File: config.mk
export PLATFORM = sky130hd
export DESIGN_NAME = switch_debouncer
export DESIGN_NICKNAME = d
export VERILOG_FILES = /design/src/rtl/dbnc_pkg.sv /design/src/rtl/dbnc_sync.sv /design/src/rtl/dbnc_timer.sv /design/src/rtl/dbnc_ctrl.sv /design/src/rtl/switch_debouncer.sv
export SDC_FILE = /design/constraint.sdc
export NUM_CORES = 1
export LEC_CHECK = 0
export ABC_AREA = 1
export ABC_CLOCK_PERIOD_IN_PS = 1800
export BUFFER_PORTS_ARGS = -buffer_cell sky130_fd_sc_hd__buf_2
export CAP_MARGIN = 20
export CORE_MARGIN = 2
export CORE_UTILIZATION = 58
export CTS_CLUSTER_SIZE = 12
export DETAILED_ROUTE_END_ITERATION = 7
export MAX_ROUTING_LAYER = met4
export PLACE_DENSITY = 0.77
export SYNTH_ARGS = -nofsm -noshare
export SYNTH_HDL_FRONTEND = slang
export SYNTH_SLANG_ARGS = --single-unit
export TNS_END_PERCENT = 20
File: constraint.sdc
create_clock -name clk -period 1.8 [get_ports clk]
set_clock_uncertainty 0.1 [all_clocks]
set_input_delay 0.09 -clock clk [delete_from_list [all_inputs] [get_ports clk]]
set_output_delay 0.09 -clock clk [all_outputs]
set_load 0.03 [all_outputs]
File: src/rtl/dbnc_pkg.sv
package dbnc_pkg;

    localparam int DEF_CNT_W       = 18;
    localparam int DEF_SYNC_STAGES = 2;

    typedef enum logic {
        LVL_LOW  = 1'b0,
        LVL_HIGH = 1'b1
    } level_e;

    // Handshake between controller and timer.
    typedef struct packed {
        logic restart;   // controller -> timer: zero the count this cycle
        logic expired;   // timer -> controller: registered carry of the incrementer
    } tmr_link_t;

    function automatic level_e level_flip(input level_e l);
        return (l == LVL_LOW) ? LVL_HIGH : LVL_LOW;
    endfunction

    function automatic level_e level_of(input logic b);
        return b ? LVL_HIGH : LVL_LOW;
    endfunction

endpackage

File: src/rtl/dbnc_sync.sv
module dbnc_sync #(
    parameter int STAGES = dbnc_pkg::DEF_SYNC_STAGES
) (
    input  logic clk,
    input  logic rst,
    input  logic async_i,
    output logic sync_o
);
    localparam int LAST = STAGES - 1;

    logic [LAST:0] chain_q;

    generate
        for (genvar g = 0; g < STAGES; g++) begin : g_stage
            if (g == 0) begin : g_first
                always_ff @(posedge clk) begin
                    if (rst) chain_q[0] <= 1'b0;
                    else     chain_q[0] <= async_i;
                end
            end else begin : g_rest
                always_ff @(posedge clk) begin
                    if (rst) chain_q[g] <= 1'b0;
                    else     chain_q[g] <= chain_q[g-1];
                end
            end
        end
    endgenerate

    assign sync_o = chain_q[LAST];
endmodule

File: src/rtl/dbnc_timer.sv
module dbnc_timer #(
    parameter int CNT_W = dbnc_pkg::DEF_CNT_W
) (
    input  logic clk,
    input  logic rst,
    input  logic restart_i,
    output logic expired_o
);
    localparam int SUM_W = CNT_W + 1;

    logic [CNT_W-1:0] cnt_q;
    logic [CNT_W-1:0] cnt_d;
    logic [SUM_W-1:0] inc;
    logic             exp_q;

    // Incrementer with carry out; the zero on restart comes from gating.
    assign inc   = {1'b0, cnt_q} + SUM_W'(1);
    assign cnt_d = inc[CNT_W-1:0] & {CNT_W{~restart_i}};

    always_ff @(posedge clk) begin
        if (rst) begin
            cnt_q <= '0;
            exp_q <= 1'b0;
        end else begin
            cnt_q <= cnt_d;
            exp_q <= inc[CNT_W] & ~restart_i;
        end
    end

    assign expired_o = exp_q;
endmodule

File: src/rtl/dbnc_ctrl.sv
module dbnc_ctrl
    import dbnc_pkg::*;
(
    input  logic   clk,
    input  logic   rst,
    input  logic   sample_i,
    input  logic   expired_i,
    output logic   restart_o,
    output level_e level_o
);
    level_e st_q;
    level_e st_d;
    logic   match;
    logic   commit;

    assign match  = (level_of(sample_i) == st_q);
    assign commit = ~match & expired_i;

    // Restart the window on agreement, and also on the commit cycle, so the
    // next disagreement is timed from zero.
    assign restart_o = match | expired_i;

    always_comb begin
        st_d = st_q;
        if (commit) st_d = level_flip(st_q);
    end

    always_ff @(posedge clk) begin
        if (rst) st_q <= LVL_LOW;
        else     st_q <= st_d;
    end

    assign level_o = st_q;
endmodule

File: src/rtl/switch_debouncer.sv
module switch_debouncer
    import dbnc_pkg::*;
#(
    parameter int CNT_W       = DEF_CNT_W,
    parameter int SYNC_STAGES = DEF_SYNC_STAGES
) (
    input  logic clk,
    input  logic rst,
    input  logic sw_raw_i,
    output logic sw_clean_o
);
    logic      sync_bit;
    tmr_link_t link;
    level_e    state;

    dbnc_sync #(.STAGES(SYNC_STAGES)) u_sync (
        .clk     (clk),
        .rst     (rst),
        .async_i (sw_raw_i),
        .sync_o  (sync_bit)
    );

    dbnc_ctrl u_ctrl (
        .clk       (clk),
        .rst       (rst),
        .sample_i  (sync_bit),
        .expired_i (link.expired),
        .restart_o (link.restart),
        .level_o   (state)
    );

    dbnc_timer #(.CNT_W(CNT_W)) u_tmr (
        .clk       (clk),
        .rst       (rst),
        .restart_i (link.restart),
        .expired_o (link.expired)
    );

    assign sw_clean_o = (state == LVL_HIGH);
endmodule

==> results.sh <==
export IMPL_cts_clk_slew_worst_paths_ns=0.12
export IMPL_die_h_um=46.8
export IMPL_layout_min_cycle_time_ns=1.45
export IMPL_cts_path_max_buffers=2
export IMPL_pwr_share_comb_pct=2.0
export IMPL_ys_flop_type="dfxtp_1"
export IMPL_ys_seq_elements=22
export IMPL_setup_viol=0
export IMPL_final_common_cell="nor2_1"
export IMPL_synth_edf_count=0
export IMPL_start_util_pct=61.5
export IMPL_h_tree_depth=1
export IMPL_rr_worst_depth=8
export IMPL_cp_num_buf_inv=0
export IMPL_relSlewSlack_pct=84.4
export IMPL_drt_pass1_iter_count=4
export IMPL_wl_per_cell_um=10.3
export IMPL_cap_violations=0
export IMPL_stdcell_count=188
export IMPL_gr_usage_all_layers_pct=22.0
export IMPL_dp_final_hpwl_um=1410
export IMPL_core_um2=1730
export IMPL_detail_route_antenna_nets=0
export IMPL_synth_distinct_cells=23
export IMPL_worst_path_stages=8
export IMPL_synth_nets=159
export IMPL_cts_repair_resized=0
export IMPL_io_pins=4
export IMPL_syn_area_um2=1060
export IMPL_p_leak_uw=0.000404
export IMPL_final_area_um2=1170
export IMPL_final_nets=168
export IMPL_period_share_pct=80.4
export IMPL_syn_inst=155
export IMPL_crit_family="simple AND/OR/NAND/NOR gates"
export IMPL_power_density_nw_per_um2=757
export IMPL_wl_um=1930
export IMPL_clk_latency_ns=0.30
export IMPL_synthArstFlopShare_pct=0
export IMPL_num_rows=15
export IMPL_slowest_stage="dfxtp_1"
export IMPL_drc=0
export IMPL_rsz0062_at_grt="false"
export IMPL_start_kind="flip-flop"
export IMPL_dr_total_vias=922
export IMPL_drt_iter0_drc=24
export IMPL_critPathCaptureType="flip-flop"
export IMPL_slew_viol_final=0
export IMPL_place_area_um2=1100
export IMPL_max_slew_worst_pin_slew_ns=0.233
export IMPL_switching_share_pct=18.4
export IMPL_status="complete, no violations"
export IMPL_avgViaCountPerCell=4.90
export IMPL_setup_tns_ns=0
export IMPL_antennaDiodeCount=0
export IMPL_cts_num_sinks=22
export IMPL_routabilityCongestion=0.797
export IMPL_critPathMaxFanout=6
export IMPL_switchingPower_uw=163
export IMPL_layout_common_cells="nor2_1 (36), nand2_1 (32), dfxtp_1 (22)"
export IMPL_crit_type="flip-flop to flip-flop"
export IMPL_grt_pass1_vias=828
export IMPL_fp_dieW_um=46.8
export IMPL_cpMostUsedCell="nand2_2"
export IMPL_crit_chain="ha_1, nand2_2, nor2_2, nand2_2, nor2_4, nand3_1, nand2_1, nor2_1"
export IMPL_root_buffer="clkbuf_4"
export IMPL_portBuffers=3
export IMPL_grt_pass1_wl_um=3340
export IMPL_critPathMaxStageDelay_ns=0.39
export IMPL_syn2layout_area_growth_pct=10.1
export IMPL_timing_fmax_mhz=691
export IMPL_cp_arrival_ns=1.56
export IMPL_drive_gt1_share_pct=12.9
export IMPL_p_clk_share_pct=42.6
export IMPL_grt_max_degree=14
export IMPL_yosysWarnings=0
export IMPL_yosysSeqAreaShare_pct=41.5
export IMPL_numCtsBuffers=3
export IMPL_cts_tree="built"
export IMPL_rrSetupSlack_ns=0.35
export IMPL_finalHoldViolCount=0
export IMPL_p_int_uw=722
export IMPL_dp_cells=182
export IMPL_p_total_uw=885
export IMPL_syn_area_per_cell_um2=6.85
export IMPL_hold_class="flip-flop to flip-flop"
export IMPL_p_seq_share_pct=55.5
export IMPL_irDropWorstVdd_uv=485
export IMPL_dieArea_um2=2190
export IMPL_whs_path_depth=2
export IMPL_antenna_found_initial=0
export IMPL_grt_overflow=0
export IMPL_worst_ep_required_time_ns=1.91
-- power groups by stage --
stage / Sequential [µW] / Combinational [µW] / Clock, µW
4_1_cts: 491 / 17.2 / 381
2_1_floorplan: 502 / 10.5 / 0
3_3_place_gp: 502 / 13.4 / 0
5_1_grt: 492 / 20.0 / 408
6_report: 491 / 17.3 / 377
3_5_place_dp: 502 / 13.9 / 0
-- per-layer routing --
layer / wire (µm) / part of all wire [%] / up-vias / global-route usage, %
li1: - / - / 499 / -
met1: 920 / 48 / 411 / 27.1
met2: 954 / 49 / 10 / 36.4
met3: 42 / 2.2 / 2 / 2.31
met4: 15 / 0.78 / 0 / 8.89
met5: 0 / 0 / - / -
-- layout make-up --
class                      count  area (µm²)
fill                         167         557
multi-input combinational    111         532
sequential                    22         440
inverter                      21        78.8
timing repair buffer           5        35.0
tap                           25        31.3
clock inverter                 1        30.0
clock buffer                   3        22.5
-- sequential cells by signal (all words and copies together), names as in the netlist --
register,cells
u_tmr.expired_o,1
u_ctrl.level_o,1
u_tmr.cnt_q,18
u_sync.sync_o,1
u_sync.chain_q,1
-- repair_timing --
| item | 4_1_cts | 5_1_grt |
|---|---|---|
| endpoints found under the hold margin | 3 | 0 |
| setup buffers | 0 | 0 |
| hold buffers | 2 | 0 |
-- cells by family (layout without fill, tap and decap cells) --
family	count (synthesis)	after routing	synth area share, %
buffers and inverters	22	30	8.48
XOR/XNOR	1	1	0.825
flip-flops	22	22	41.5
AO/OA/AOI/OAI	13	13	6.95
AND/OR/NAND/NOR	96	96	41.1
adder cells (fa/ha/maj)	1	1	1.18
-- through the flow --
stage	util [%]	hold WS, ns	setup slack, ns
4_1_cts	67.8	0.319	0.350
3_5_place_dp	63.6	0.183	0.363
5_1_grt	67.8	0.348	0.172
3_3_place_gp	63.6	0.177	0.425
2_1_floorplan	-	0.0612	0.447
6_report	67.8	0.317	0.353
-- worst min-delay path, stage by stage (launching register included) --
cell     delay (ns)
dfxtp_1        0.32
inv_1          0.04
nor2_1         0.03
-- synthesized netlist by cell type, drive strengths merged, types with 2 or more instances --
library cell | instances | area (µm²)
o21bai | 2 | 15.0
o21ai | 5 | 25.0
nand3 | 8 | 45.0
dfxtp | 22 | 440
nand2 | 38 | 158
nor3 | 5 | 25.0
nor2 | 41 | 181
a21oi | 6 | 33.8
inv | 21 | 78.8
-- worst paths after layout --
path | startpoint | end
setup / recovery | u_tmr.cnt_q[0] | u_tmr.cnt_q[14]
hold / removal | u_sync.chain_q[0] | u_sync.sync_o
setup reg to reg | u_tmr.cnt_q[0] | u_tmr.cnt_q[14]
hold reg to reg | u_sync.chain_q[0] | u_sync.sync_o
(Power assumes the default switching activity.)
